--- src/rtl/gpio_ovr_pkg.sv ---
package gpio_ovr_pkg;
  typedef enum logic [1:0] {
    ADDR_DIR  = 2'd0,
    ADDR_LAT  = 2'd1,
    ADDR_PORT = 2'd2,
    ADDR_RSV  = 2'd3
  } gpio_addr_e;

  localparam int unsigned SYNC_STAGES = 2;
endpackage

--- src/rtl/gpio_ovr_sync.sv ---
module gpio_ovr_sync #(
  parameter int unsigned W      = 5,
  parameter int unsigned STAGES = 2
) (
  input  logic         clk_i,
  input  logic         rst_ni,
  input  logic [W-1:0] d_i,
  output logic [W-1:0] q_o
);
  logic [W-1:0] stg_q [STAGES];

  always_ff @(posedge clk_i or negedge rst_ni) begin
    if (!rst_ni) begin
      for (int i = 0; i < STAGES; i++) stg_q[i] <= '0;
    end else begin
      stg_q[0] <= d_i;
      for (int i = 1; i < STAGES; i++) stg_q[i] <= stg_q[i-1];
    end
  end

  assign q_o = stg_q[STAGES-1];
endmodule

--- src/rtl/gpio_ovr_regs.sv ---
module gpio_ovr_regs
  import gpio_ovr_pkg::*;
#(
  parameter int unsigned W = 5
) (
  input  logic         clk_i,
  input  logic         rst_ni,
  input  logic         wr_en_i,
  input  logic [1:0]   addr_i,
  input  logic [W-1:0] wdata_i,
  input  logic [W-1:0] pin_sync_i,
  output logic [W-1:0] dir_o,
  output logic [W-1:0] lat_o,
  output logic [W-1:0] rdata_o
);
  gpio_addr_e   addr;
  logic [W-1:0] dir_q, lat_q;
  logic         dir_we, lat_we;

  assign addr   = gpio_addr_e'(addr_i);
  assign dir_we = wr_en_i && (addr == ADDR_DIR);
  // port and latch addresses share one output latch
  assign lat_we = wr_en_i && ((addr == ADDR_LAT) || (addr == ADDR_PORT));

  always_ff @(posedge clk_i or negedge rst_ni) begin
    if (!rst_ni) begin
      dir_q <= '1;
      lat_q <= '0;
    end else begin
      if (dir_we) dir_q <= wdata_i;
      if (lat_we) lat_q <= wdata_i;
    end
  end

  always_comb begin
    unique case (addr)
      ADDR_DIR:  rdata_o = dir_q;
      ADDR_LAT:  rdata_o = lat_q;
      ADDR_PORT: rdata_o = pin_sync_i;
      default:   rdata_o = '0;
    endcase
  end

  assign dir_o = dir_q;
  assign lat_o = lat_q;
endmodule

--- src/rtl/gpio_ovr_pad_mux.sv ---
module gpio_ovr_pad_mux #(
  parameter int unsigned W = 5
) (
  input  logic [W-1:0] dir_i,
  input  logic [W-1:0] lat_i,
  input  logic [W-1:0] sel_i,
  input  logic [W-1:0] pdo_i,
  input  logic [W-1:0] poe_i,
  output logic [W-1:0] pad_out_o,
  output logic [W-1:0] pad_oe_o
);
  for (genvar g = 0; g < W; g++) begin : g_pin
    // peripheral enable only counts while the pin is selected
    assign pad_out_o[g] = sel_i[g] ? pdo_i[g] : lat_i[g];
    assign pad_oe_o[g]  = sel_i[g] ? poe_i[g] : ~dir_i[g];
  end
endmodule

--- src/rtl/gpio_ovr_port.sv ---
module gpio_ovr_port
  import gpio_ovr_pkg::*;
#(
  parameter int unsigned W = 5
) (
  input  logic         clk_i,
  input  logic         rst_ni,
  input  logic         wr_en_i,
  input  logic [1:0]   addr_i,
  input  logic [W-1:0] wdata_i,
  output logic [W-1:0] rdata_o,
  input  logic [W-1:0] pin_i,
  output logic [W-1:0] pad_out_o,
  output logic [W-1:0] pad_oe_o,
  input  logic [W-1:0] periph_sel_i,
  input  logic [W-1:0] periph_do_i,
  input  logic [W-1:0] periph_oe_i,
  output logic [W-1:0] periph_di_o
);
  logic [W-1:0] pin_sync, dir, lat;

  gpio_ovr_sync #(.W(W), .STAGES(SYNC_STAGES)) u_sync (
    .clk_i (clk_i),
    .rst_ni(rst_ni),
    .d_i   (pin_i),
    .q_o   (pin_sync)
  );

  gpio_ovr_regs #(.W(W)) u_regs (
    .clk_i     (clk_i),
    .rst_ni    (rst_ni),
    .wr_en_i   (wr_en_i),
    .addr_i    (addr_i),
    .wdata_i   (wdata_i),
    .pin_sync_i(pin_sync),
    .dir_o     (dir),
    .lat_o     (lat),
    .rdata_o   (rdata_o)
  );

  gpio_ovr_pad_mux #(.W(W)) u_mux (
    .dir_i    (dir),
    .lat_i    (lat),
    .sel_i    (periph_sel_i),
    .pdo_i    (periph_do_i),
    .poe_i    (periph_oe_i),
    .pad_out_o(pad_out_o),
    .pad_oe_o (pad_oe_o)
  );

  assign periph_di_o = pin_sync;
endmodule

--- config.mk ---
export PLATFORM = sky130hd
export DESIGN_NAME = gpio_ovr_port
export DESIGN_NICKNAME = d
export VERILOG_FILES = /design/src/rtl/gpio_ovr_pkg.sv /design/src/rtl/gpio_ovr_sync.sv /design/src/rtl/gpio_ovr_regs.sv /design/src/rtl/gpio_ovr_pad_mux.sv /design/src/rtl/gpio_ovr_port.sv
export SDC_FILE = /design/constraint.sdc
export NUM_CORES = 1
export LEC_CHECK = 0
export ABC_AREA = 1
export ABC_CLOCK_PERIOD_IN_PS = 800
export BUFFER_PORTS_ARGS = -buffer_cell sky130_fd_sc_hd__buf_2
export CORE_ASPECT_RATIO = 1.1
export CORE_MARGIN = 2
export CORE_UTILIZATION = 35
export CTS_CLUSTER_SIZE = 8
export DETAILED_ROUTE_END_ITERATION = 8
export GPL_TIMING_DRIVEN = 0
export PLACE_DENSITY = 0.67
export RECOVER_POWER = 50
export SLEW_MARGIN = 5
export SYNTH_ARGS = -nofsm -noshare
export SYNTH_HDL_FRONTEND = slang
export SYNTH_HIERARCHICAL = 1
export SYNTH_SLANG_ARGS = --single-unit
--- constraint.sdc ---
create_clock -name clk_i -period 0.8 [get_ports clk_i]
set_input_delay 0.12 -clock clk_i [delete_from_list [all_inputs] [get_ports clk_i]]
set_output_delay 0.12 -clock clk_i [all_outputs]
set_load 0.01 [all_outputs]
# ---- Yosys cells after proc, flatten, opt, wreduce, memory -nomap -nowiden
# Index checks and enable logic that the tools add are counted.
dict set report word_totals {
  out_inout_bits 20
  elab_cells 26
  rom_bits 0
  memories 0
  latchBits 0
  inputBits 30
  ramBits 0
  reg_bits 20
}
dict set report op_classes {
  reduce_logical 4
  n_div 0
  mul 0
  mux 11
  magnitude_cmp 0
  n_shift 0
  eq_ne 2
  bitwise_logic 5
  add_sub_neg 0
}
# cell n
set ops {}
lappend ops {{5-bit case mux with 3 select lines} 1}
lappend ops {{1-bit two-way mux} 10}
lappend ops {{1-bit NOT} 5}
lappend ops {{2-bit by 1-bit == test with 1-bit output, second input constant} 1}
lappend ops {{2-bit == test, second input constant} 1}
lappend ops {{1-bit logical AND} 2}
lappend ops {{2-bit zero test} 1}
lappend ops {{1-bit logical OR} 1}

# ---- Logic depth before layout (Yosys ltp)
# Gate-level depths: netlist (run 1).
dict set report logic_depth {
  depth_word 3
  depth_mapped 6
  depth_no_buf 6
}

# ---- By module
# The synthesis (run 1) kept the hierarchy.
# module seq_area_each_um2 cells_per_inst area_per_inst_um2 n_inst
set modules_own_cells {}
lappend modules_own_cells {gpio_ovr_regs 256.5 74 560.5 1}
lappend modules_own_cells {gpio_ovr_sync 250.2 15 287.8 1}
lappend modules_own_cells {gpio_ovr_pad_mux 0.0 30 118.9 1}

# ---- Least setup slack after synthesis (run 1)
# Ideal clock, no wire load.
dict set report synth_path {
  path_type {reg2out}
  from {register u_regs.dir_q[0], in the netlist u_regs/dir_o[0]}
  to {output rdata_o[0]}
  path_slack_ns -0.086
  n_path_buf 0
  required_time_ns 0.680
  path_stages_with_launch 5
  arrival_time_ns 0.766
  cell_sequence {dfstp_2 -> nand2_1 -> nand3_1 -> nand2_1 -> inv_1}
}
dict set report synth_via {
  elab_chain_len 1
}
# item line
set synth_rtl {}
lappend synth_rtl {{start, declared} gpio_ovr_regs.sv:17} ;# logic [W-1:0] dir_q, lat_q;
lappend synth_rtl {{start signal, assigned} gpio_ovr_regs.sv:30} ;# if (dir_we) dir_q <= wdata_i;
lappend synth_rtl {{5-bit case mux with 3 select lines} gpio_ovr_regs.sv:36} ;# unique case (addr)
lappend synth_rtl {{end, declared} gpio_ovr_port.sv:11} ;# output logic [W-1:0] rdata_o,
# No other way between the ends.

# ---- Worst setup path in the final report (run 1)
dict set report layout_path {
  from {register u_regs.dir_q[2], in the netlist u_regs/dir_o[2]}
  to {output rdata_o[2]}
}
# The elaborated chain is that of the path after synthesis.

==> results of run 1 <==
final cells by class:
class                   instances  area, sq um  share of cell area
clock buffers                   3         22.5              0.0146
flip-flops and latches         20          507               0.329
repair buffers                 64          465               0.302
clock inverters                 1         30.0              0.0195
inverters                      18         67.6              0.0439
well taps                      33         41.3              0.0268
multi-input cells              76          407               0.264
kinds of logic after synthesis:
| family | Yosys count | share of synthesized area |
|---|---|---|
| AND/OR/NAND/NOR | 57 | 0.238 |
| buffers and inverters | 23 | 0.109 |
| flip-flops | 20 | 0.524 |
| AO/OA/AOI/OAI | 15 | 0.0776 |
| adder cells (fa/ha/maj) | 4 | 0.0517 |
per-layer routing:
metal	vias up	track usage	part of all wire
li1	487	-	-
met1	447	0.157	0.40
met2	38	0.277	0.54
met3	0	0.0328	0.059
met4	0	0.0429	0
met5	-	0	0
sequential cells by signal (all words and copies together), names as in the netlist:
signal        cells
u_sync/q_o        5
u_regs/lat_o      5
u_sync/stg_q      5
u_regs/dir_o      5
worst min-delay path by stage:
stage	end	slack, ps	depth (start not counted)
6_report	u_regs/dir_o[3]	40	3
4_1_cts	u_regs/dir_o[3]	30	3
5_1_grt	u_regs/dir_o[1]	40	3
3_3_place_gp	u_regs/lat_o[2]	70	1
3_5_place_dp	u_regs/lat_o[0]	90	1
2_1_floorplan	u_regs/lat_o[0]	-180	0
cell usage in the layout, fill, tap and decap left out, drive strengths merged:
cell	synthesis	final
buf	5	57
bufinv	0	1
clkbuf	0	4
dfrtp	15	15
dfstp	5	5
dlygate4sd3	0	6
ha	4	4
inv	18	18
nand2	52	52
nand3	5	5
o21ai	15	15
power groups by stage:
stage               clock network [mW]  logic, mW  registers (mW)
floorplan                            0      0.299            1.22
global placement                     0      0.516            1.24
detailed placement                   0      0.533            1.24
CTS                              0.824      0.736            1.22
global route                     0.872      0.889            1.24
finish                           0.799      0.809            1.23
critical path: stages, from the launching register on:
cell,delay [ps]
dfstp_2,560
nand2_1,60
nand3_2,70
nand2_1,60
inv_2,60
buf_6,90
repair_timing:
action | in CTS | in global routing
buffers inserted | 9 | 2
endpoints found under the hold margin | 20 | 0
gates resized for setup | 16 | 18
gates cloned | 0 | 0
endpoints found under the setup margin | 20 | 26
pin swaps | 8 | 3
hold buffers | 6 | 0
==> summary.md, run 1 <==
| Metric | Value |
|---|---|
| Global-route wire length before repair | 3.42 mm |
| Initial antenna violation count | 0 |
| Post-Syn Nets | between 150 and 200 |
| Min Clock Period, post-route | 1320 ps |
| Finished Core Util | 0.570 |
| Residual DRC | 0 |
| CTS tree | built |
| Slew HR | 0.673 |
| Setup CP Type | reg -> out |
| Core area | 2700 sq um |
| Number of synthesized register bits | 20 |
| R2R setup slack | -100 ps |
| Clock Latency Late Sink | slightly below 300 ps |
| Place WS | -349 ps |
| Worst reg2reg endpoint | u_regs/dir_o[1] |
| Dpl cell area | 1250 sq um |
| HPWL Detailed | roughly 1.6 mm |
| Vias in the first global route | 863 |
| Port bufs | 49 |
| Async S/R FF share, synth | 1.00 |
| TNS Setup | -7150 ps |
| Static leakage | 0.862 nW |
| Most frequent cell after synthesis | nand2_1 |
| Data arrival time of the critical path | 1200 ps |
| FMAX | 0.759 GHz |
| Fin area | 1540 sq um |
| Netlist cell types | 10 |
| Crit Reg-Reg Startpoint | u_regs/dir_o[1] |
| Root buffer cell | clkbuf_4 |
| Nets | 217 |
| TritonRoute pass-1 iters | 4 |
| Total Routing Usage GR | 0.147 |
| Max VDD drop | 0.00103 V |
| Final Max Tran Viols | 0 |
| Vias per cell | 4.52 |
| H-tree depth | 1 |
| CP Launch Type | flip-flop |
| RePlAce Congestion | about 0.7 |
| Hold Slack | 41.9 ps |
| Final setup margin | -517 ps |
| Filler cells | 251 |
| Mapped Cells | 119 |
| Synth Cell Area | 967 sq um |
| Cell-internal power | 2.09 mW |
| Tot Pwr | 2.84 mW |
| Seq pwr share | 0.433 |
| Switch share | 0.262 |
| Register area share after synthesis | 0.524 |
| Final setup fails | 25 |
| Final Skew | 6.09 ps |
| Layout area overhead | 59.2% |
| Starting density of the core | 0.358 |
| Worst-Margin Slew | 491 ps |
| Power per cell area | 1840 nW/um^2 |
| Critical path data required time | roughly 680 ps |
| Final period util | 1.65 |
| Post-synth EDFFs | 0 |
| Comb pwr share | 0.285 |
| Via count | 972 |
| Critical Path Sink | rdata_o[2] |
| Clk pin slew, worst setup/hold paths | 110 ps |
| Top cell type by total area after synthesis | dfrtp_1 |
| Worst hold start | wdata_i[3] |
| Clock Path Buffers | 2 |
| Hold Path Class | in -> reg |
| DRT iter0 DRCs | 18 |
| DRT antenna net count | 0 |
| Gr ovfl total | 0 |
| Largest net degree at the start of global routing | 21 |
| Outcome | finished with violations |
| Synth top area share | 0.388 |
| Net Sw Power | between 0.7 and 0.8 mW |
| Die height | 59.1 um |
| Violated checks | setup timing |
| Layout cells sized above 1 | 0.489 |
| RSZ-0062 raised after global routing | true |
| Placed Cells | approximately 200 |
| Worst setup path startpoint | u_regs/dir_o[2] |
| DR WL/cell | 10.8 um |
| Syn. warnings | 6 |
| Width of the die | about 54 um |
| Finished Layout Cells | 215 |
| Worst Reg-to-Reg Cells | 4 |
| Synth area leaders | dfrtp_1 (39%), nand2_1 (19%), dfstp_2 (14%) |
| Clock sinks | 20 |
| CP Max Fanout | 2 |
| Detailed Route WL | 2.32 mm |
| ANT cells | 0 |
| Clock share of power | 0.282 |
| Die ar. | 3200 sq um |
| Post-synth top flop | dfrtp_1 |
| CTS Buf Count | 3 |
| Crit end category | primary output |
| Synth top cells by count | nand2_1 (50), inv_1 (18), dfrtp_1 (15), o21ai_1 (15) |
| Fin. Hold Viols | 0 |
| Io pins | 50 |
| Max Cap Viol | 0 |
| Synthesized area per cell | 8.13 sq um |
| Standard-cell rows | 20 |
No activity file was read; power rests on OpenSTA's default activity.
==> run 2, diff against run 1 <==
--- a/config.mk
+++ b/config.mk
@@ -15,9 +15,7 @@
 export DETAILED_ROUTE_END_ITERATION = 8
 export GPL_TIMING_DRIVEN = 0
 export PLACE_DENSITY = 0.67
-export RECOVER_POWER = 50
 export SLEW_MARGIN = 5
 export SYNTH_ARGS = -nofsm -noshare
 export SYNTH_HDL_FRONTEND = slang
-export SYNTH_HIERARCHICAL = 1
 export SYNTH_SLANG_ARGS = --single-unit
==> run 2 against run 1 <==
- the run still ends with setup timing left
- clock power grew 3.5%
- power grew 3.1%
- via count shrank 0.82%
- die area shrank 1.2%
- register-to-register slack is essentially flat
- synthesized area shrank 1.3%
- final area grew 3.3%
- final cell count is the same
- synthesized cell count shrank 4.2%
- combinational power grew 7.3%
- sequential power is essentially flat
- critical path type unchanged
- largest cell class is now non-clock buffers
- largest power group unchanged
==> summary.md, run 2 <==
| Metric | Value |
|---|---|
| Synth Cell Area | 955 sq um (was 967 sq um) |
| Clock share of power | 0.283 (was 0.282) |
| Fin area | 1590 sq um (was 1540 sq um) |
| Synth area leaders | dfrtp_1 (39%), nand2_1 (16%), dfstp_2 (14%) (was dfrtp_1 (39%), nand2_1 (19%), dfstp_2 (14%)) |
| Critical Path Sink | rdata_o[3] (was rdata_o[2]) |
| RePlAce Congestion | 0.736 (was 0.711) |
| TritonRoute pass-1 iters | 4 (unchanged) |
| Nets | 219 (was 217) |
| Critical path data required time | 680 ps (about the same) |
| Cell-internal power | 2.14 mW (was 2.09 mW) |
| Number of synthesized register bits | 20 (unchanged) |
| Static leakage | 0.864 nW (was 0.862 nW) |
| Seq pwr share | 0.420 (was 0.433) |
| Crit end category | primary output (unchanged) |
| DRT iter0 DRCs | 17 (was 18) |
| Tot Pwr | 2.92 mW (was 2.84 mW) |
| Most frequent cells in the layout | buf_2 (39), nand2_1 (35), buf_6 (23) (was nand2_1 (45), buf_2 (38), buf_6 (18)) |
| HPWL Detailed | 1.68 mm (was 1.64 mm) |
| Synth top area share | 0.393 (was 0.388) |
| Most frequent cell after synthesis | nand2_1 (unchanged) |
| Power per cell area | 1840 nW/um^2 (about the same) |
| Final period util | 1.67 (was 1.65) |
| Clk pin slew, worst setup/hold paths | 110 ps (about the same) |
| RSZ-0062 raised after global routing | true (unchanged) |
| Synthesized area per cell | 8.37 sq um (was 8.13 sq um) |
| Clock Latency Late Sink | 310 ps (was 290 ps) |
| Initial antenna violation count | 0 (unchanged) |
| Dpl cell area | 1240 sq um (was 1250 sq um) |
| Final setup fails | 25 (unchanged) |
| CTS tree | built (unchanged) |
| Global-route wire length before repair | 3.77 mm (was 3.42 mm) |
| Max VDD drop | 0.00141 V (was 0.00103 V) |
| Synth top cells by count | nand2_1 (40), inv_1 (18), dfrtp_1 (15) (was nand2_1 (50), inv_1 (18), dfrtp_1 (15), o21ai_1 (15)) |
| Crit Reg-Reg Startpoint | u_regs.dir_o[4] (was u_regs/dir_o[1]) |
| Hold Path Class | in -> reg (unchanged) |
| Switch share | 0.269 (was 0.262) |
| Width of the die | 53.8 um (was 54.1 um) |
| CTS Buf Count | 3 (unchanged) |
| Mapped Cells | 114 (was 119) |
| FMAX | 0.751 GHz (was 0.759 GHz) |
| Layout area overhead | 66.7% (was 59.2%) |
| Commonest non-fill, non-tap cell in the layout | buf_2 (was nand2_1) |
| Die ar. | 3160 sq um (was 3200 sq um) |
| Outcome | finished with violations (unchanged) |
| Fin. Hold Viols | 0 (unchanged) |
| Residual DRC | 0 (unchanged) |
| Crit path top cell by count | nand2_1 (unchanged) |
| Standard-cell rows | 19 (was 20) |
| DRT antenna net count | 0 (unchanged) |
| Worst Reg-to-Reg Cells | 4 (unchanged) |
| Layout cells sized above 1 | 0.516 (was 0.489) |
| H-tree depth | 1 (unchanged) |
| Port bufs | 49 (unchanged) |
| Cells along the critical path | nand2_1, nand3_1, nand2_1, inv_2, buf_6 (was nand2_1, nand3_2, nand2_1, inv_2, buf_6) |
| Vias per cell | 4.48 (was 4.52) |
| Post-synth top flop | dfrtp_1 (unchanged) |
| R2R setup slack | -110 ps (was -100 ps) |
| Data arrival time of the critical path | 1210 ps (was 1200 ps) |
| Setup CP Type | reg -> out (unchanged) |
| Post-Syn Nets | 148 (was 153) |
| Slew HR | 0.711 (was 0.673) |
| Die height | 58.8 um (was 59.1 um) |
| Worst-Margin Slew | 434 ps (was 491 ps) |
| Syn. warnings | 0 (was 6) |
| Largest net degree at the start of global routing | 21 (unchanged) |
| Io pins | 50 (unchanged) |
| Worst reg2reg endpoint | u_regs.dir_o[4] (was u_regs/dir_o[1]) |
| Vias in the first global route | 898 (was 863) |
| Final Max Tran Viols | 0 (unchanged) |
| Detailed Route WL | 2.48 mm (was 2.32 mm) |
| Comb pwr share | 0.297 (was 0.285) |
| Final setup margin | -532 ps (was -517 ps) |
| Via count | 964 (was 972) |
| Post-synth EDFFs | 0 (unchanged) |
| Place WS | -341 ps (was -349 ps) |
| Max incr delay on CP | 550 ps (was 560 ps) |
| Clock Path Buffers | 2 (unchanged) |
| Root buffer cell | clkbuf_4 (unchanged) |
| Critical path depth in cells | 5 (unchanged) |
| ANT cells | 0 (unchanged) |
| Clock sinks | 20 (unchanged) |
| Worst setup path startpoint | u_regs.dir_o[3] (was u_regs/dir_o[2]) |
| Core area | 2540 sq um (was 2700 sq um) |
| Total Routing Usage GR | 0.168 (was 0.147) |
| Critical path buffer and inverter count | 2 (unchanged) |
| Final Skew | 0.418 ps (was 6.09 ps) |
| Top cell type by total area after synthesis | dfrtp_1 (unchanged) |
| Net Sw Power | 0.788 mW (was 0.745 mW) |
| Netlist cell types | 11 (was 10) |
| Async S/R FF share, synth | 1.00 (unchanged) |
| Worst path top cell family by delay | flip-flops (unchanged) |
| Starting density of the core | 0.375 (was 0.358) |
| Gr ovfl total | 0 (unchanged) |
| CP Launch Type | flip-flop (unchanged) |
| Slowest CP cell | dfstp_2 (unchanged) |
| Finished Core Util | 0.626 (was 0.570) |
| Register area share after synthesis | 0.531 (was 0.524) |
| Max Cap Viol | 0 (unchanged) |
| Min Clock Period, post-route | 1330 ps (was 1320 ps) |
| DR WL/cell | 11.5 um (was 10.8 um) |
| CP Max Fanout | 2 (unchanged) |
| Violated checks | setup timing (unchanged) |
-- run 2: cell types whose count changed in the layout (fill, tap and decap cells not counted) --
cell | before | now
nand2_1 | 45 | 35
buf_6 | 18 | 23
o21ai_1 | 6 | 10
buf_4 | 1 | 3
buf_2 | 38 | 39
clkbuf_2 | 1 | 0
nand3_1 | 4 | 5
nand3_2 | 1 | 0
o21ai_0 | 0 | 1
-- run 2: worst min path at each step --
stage,to,cells past startpoint,start
floorplan,u_regs.lat_o[0],0,rst_ni
global placement,u_regs.lat_o[0],1,rst_ni
detailed placement,u_regs.lat_o[0],1,rst_ni
CTS,u_regs.dir_o[0],3,wdata_i[0]
global route,u_regs.dir_o[1],3,wdata_i[1]
finish,u_regs.dir_o[0],3,wdata_i[0]
-- run 2: layer usage --
| metal | track usage | wire [um] | part of all wire | vias up |
|---|---|---|---|---|
| met2 | 0.298 | 1310 | 0.53 | 37 |
| met3 | 0.0228 | 154 | 0.062 | 5 |
| met5 | 0 | 0 | 0 | - |
| met4 | 0.0659 | 43 | 0.017 | 0 |
| li1 | - | - | - | 490 |
| met1 | 0.199 | 973 | 0.39 | 432 |
-- run 2: kinds of logic after synthesis --
kind of cell / Yosys count / synth area share
AND/OR/NAND/NOR: 47 / 0.202
buffers and inverters: 23 / 0.110
AO/OA/AOI/OAI: 20 / 0.105
flip-flops: 20 / 0.531
adder cells (fa/ha/maj): 4 / 0.0524
-- run 2: worst reg2reg max path, stage by stage (launching register included) --
cell	delay (ps)
dfstp_2	560
buf_6	100
buf_6	80
nand2_2	50
o21ai_2	60
-- run 2: layout make-up --
type                    instances  area, sq um
plain buffers                   2         22.5
inverters                      18         67.6
multi-input cells              71          389
clock buffers                   3         22.5
flip-flops and latches         20          507
repair buffers                 69          514
clock inverters                 1         30.0
well taps                      31         38.8
fillers                       225          952
-- run 2: power by group through the flow --
stage               Sequential (mW)  Combinational [mW]  Clock [mW]
floorplan                      1.22               0.290           0
global placement               1.24               0.505           0
detailed placement             1.25               0.520           0
CTS                            1.22               0.737       0.839
global route                   1.24               0.956       0.877
finish                         1.23               0.868       0.827
-- run 2: timing repair --
action,CTS,global route
pin swaps,1,3
resized for setup,28,21
setup buffers,7,9
endpoints found under the hold margin,20,0
gates cloned,0,0
endpoints found under the setup margin,21,26
hold buffers,6,0
-- run 2: through the flow --
step	hold WS, ps	setup TNS [ps]	cells
global route	39.8	-9310	215
detailed placement	82.5	-3990	194
CTS	24.0	-8080	211
finish	36.1	-8220	215
global placement	69.3	-3580	194
floorplan	-176	-293	114
==> run 3, diff against run 2 <==
--- a/config.mk
+++ b/config.mk
@@ -8,7 +8,7 @@
 export ABC_AREA = 1
 export ABC_CLOCK_PERIOD_IN_PS = 800
 export BUFFER_PORTS_ARGS = -buffer_cell sky130_fd_sc_hd__buf_2
-export CORE_ASPECT_RATIO = 1.1
+export CORE_ASPECT_RATIO = 1.4
 export CORE_MARGIN = 2
 export CORE_UTILIZATION = 35
 export CTS_CLUSTER_SIZE = 8
==> run 3 against run 2 <==
- combinational power grew 1%
- sequential cell count is the same
- the run still ends with setup timing left
- register-to-register slack lost 70 ps
- highest routed layer unchanged
- count of clock-buffer cells in the layout grew 1
- non-clock buffer count grew 1
==> summary.md, run 3 (synthesis gave the netlist of run 2 again) <==
| Metric | Value |
|---|---|
| Outcome | finished with violations (unchanged) |
| Violated checks | setup timing (unchanged) |
| Starting density of the core | 0.365 (was 0.375) |
| Global-route wire length before repair | 3.88 mm (was 3.77 mm) |
| Global route hottest layer | met2 (unchanged) |
| CTS Buf Count | 3 (unchanged) |
| Root buffer cell | clkbuf_4 (unchanged) |
| Worst reg2reg endpoint | u_regs.dir_o[2] (was u_regs.dir_o[4]) |
| Grt met2 use | 0.306 (was 0.298) |
| Clock sinks | 20 (unchanged) |
| Max VDD drop | 0.00120 V (was 0.00141 V) |
| CTS tree | built (unchanged) |
| Io pins | 50 (unchanged) |
| Nets | 220 (was 219) |
| Worst-Margin Slew | 428 ps (was 434 ps) |
| Standard-cell rows | 22 (was 19) |
| Core area | 2620 sq um (was 2540 sq um) |
| Gr ovfl total | 0 (unchanged) |
| Port bufs | 49 (unchanged) |
| Commonest non-fill, non-tap cell in the layout | buf_2 (unchanged) |
| Crit end category | primary output (unchanged) |
| Critical Path Sink | pad_oe_o[3] (was rdata_o[3]) |
| Final period util | 1.67 (about the same) |
| Crit Reg-Reg Startpoint | u_regs.dir_o[2] (was u_regs.dir_o[4]) |
| CP Launch Type | flip-flop (unchanged) |
| DRT antenna net count | 0 (unchanged) |
| Max Cap Viol | 0 (unchanged) |
| DR WL/cell | 11.2 um (was 11.5 um) |
| Final setup fails | 24 (was 25) |
| Total Routing Usage GR | 0.174 (was 0.168) |
| DRT iter0 DRCs | 16 (was 17) |
| Setup CP Type | reg -> out (unchanged) |
| Reg area | 507 sq um (unchanged) |
| Clk pin slew, worst setup/hold paths | 100 ps (was 110 ps) |
| Static leakage | 0.869 nW (was 0.864 nW) |
| Clock Latency Late Sink | 300 ps (was 310 ps) |
| GRT met3 Usage | 0.0355 (was 0.0228) |
| Min Clock Period, post-route | 1330 ps (about the same) |
| FMAX | 0.751 GHz (about the same) |
| Layout cells sized above 1 | 0.514 (was 0.516) |
| Placed Cells | 199 (was 194) |
| Slew HR | 0.715 (was 0.711) |
| Tot Pwr | 2.67 mW (was 2.92 mW) |
| Via count | 990 (was 964) |
| Worst Reg-to-Reg Cells | 5 (was 4) |
| Met1 Use GR | 0.175 (was 0.199) |
| Filler cells | 218 (was 225) |
| Fin. Hold Viols | 0 (unchanged) |
| Worst setup path startpoint | u_regs.dir_o[3] (unchanged) |
| Vias in the first global route | 958 (was 898) |
| HPWL Detailed | 1.65 mm (was 1.68 mm) |
| Final Max Tran Viols | 0 (unchanged) |
| Final Skew | 0.119 ps (was 0.418 ps) |
| TritonRoute pass-1 iters | 4 (unchanged) |
| Largest net degree at the start of global routing | 21 (unchanged) |
| Die ar. | 3170 sq um (was 3160 sq um) |
| Most frequent cells in the layout | buf_2 (39), nand2_1 (36), buf_6 (23) (was buf_2 (39), nand2_1 (35), buf_6 (23)) |
| Width of the die | 48.1 um (was 53.8 um) |
| Power per cell area | 1680 nW/um^2 (was 1840 nW/um^2) |
| Critical path data required time | 680 ps (about the same) |
| Die height | 65.8 um (was 58.8 um) |
| H-tree depth | 1 (unchanged) |
| Multi-input logic area | 393 sq um (was 389 sq um) |
| Clock Path Buffers | 2 (unchanged) |
| CP Max Fanout | 2 (unchanged) |
| R2R setup slack | -180 ps (was -110 ps) |
| Initial antenna violation count | 0 (unchanged) |
| Residual DRC | 0 (unchanged) |
| RePlAce Congestion | 0.875 (was 0.736) |
| Vias per cell | 4.48 (about the same) |
| Final setup margin | -532 ps (about the same) |
| Data arrival time of the critical path | 1210 ps (about the same) |
| Layout area overhead | 66.8% (was 66.7%) |
| Detailed Route WL | 2.49 mm (was 2.48 mm) |
| RSZ-0062 raised after global routing | true (unchanged) |
| Finished Layout Cells | 221 (was 215) |
| Hold Path Class | in -> reg (unchanged) |
| ANT cells | 0 (unchanged) |
-- run 3: worst max-delay path, cell delays in order, from the launching register on --
cell	delay [ps]
dfstp_2	550
buf_4	110
buf_6	90
o21ai_1	50
buf_2	130
-- run 3: report_power, final --
group	switching, mW	leakage [nW]	internal, mW	total, mW
Sequential	0.0779	0.231	1.15	1.23
Combinational	0.391	0.617	0.489	0.880
Clock	0.287	0.0210	0.278	0.565
Total	0.757	0.869	1.92	2.67
-- run 3: worst min-delay path by stage --
| stage | depth (start not counted) | from | slack, ps | to |
|---|---|---|---|---|
| 2_1_floorplan | 0 | rst_ni | -180 | u_regs.lat_o[0] |
| 3_3_place_gp | 1 | rst_ni | 70 | u_regs.lat_o[0] |
| 3_5_place_dp | 1 | rst_ni | 80 | u_regs.lat_o[0] |
| 4_1_cts | 3 | wdata_i[0] | 40 | u_regs.dir_o[0] |
| 5_1_grt | 3 | wdata_i[0] | 50 | u_regs.dir_o[0] |
| 6_report | 3 | wdata_i[4] | 50 | u_regs.dir_o[4] |
-- run 3: timing repair --
action	in CTS	in global routing
setup buffers	6	11
pin swaps	2	1
hold buffers	6	0
gates cloned	0	0
endpoints found under the hold margin	20	0
gates resized for setup	32	20
setup endpoints to repair	20	25
-- run 3: cell type report --
cell class	count	area share
clock buffers	4	0.0228
inverters	18	0.0424
multi-input cells	71	0.247
flip-flops and latches	20	0.318
well taps	36	0.0283
repair buffers	72	0.342
-- run 3: per-layer routing --
metal / wire length, um / vias to the layer above
met3: 124 / 10
met4: 102 / 0
met5: 0 / -
li1: - / 490
met2: 1340 / 41
met1: 916 / 449
-- run 3: stage by stage --
| stage | hold WS, ps | instance area, sq um | setup slack (ps) | util | TNS, ps |
|---|---|---|---|---|---|
| 2_1_floorplan | -176 | 955 | -58.6 | - | -293 |
| 3_3_place_gp | 71.6 | 1240 | -323 | 0.476 | -3490 |
| 3_5_place_dp | 83.0 | 1240 | -330 | 0.476 | -3930 |
| 4_1_cts | 35.1 | 1500 | -524 | 0.572 | -7950 |
| 5_1_grt | 47.3 | 1590 | -599 | 0.609 | -9680 |
| 6_report | 46.2 | 1590 | -532 | 0.609 | -8100 |
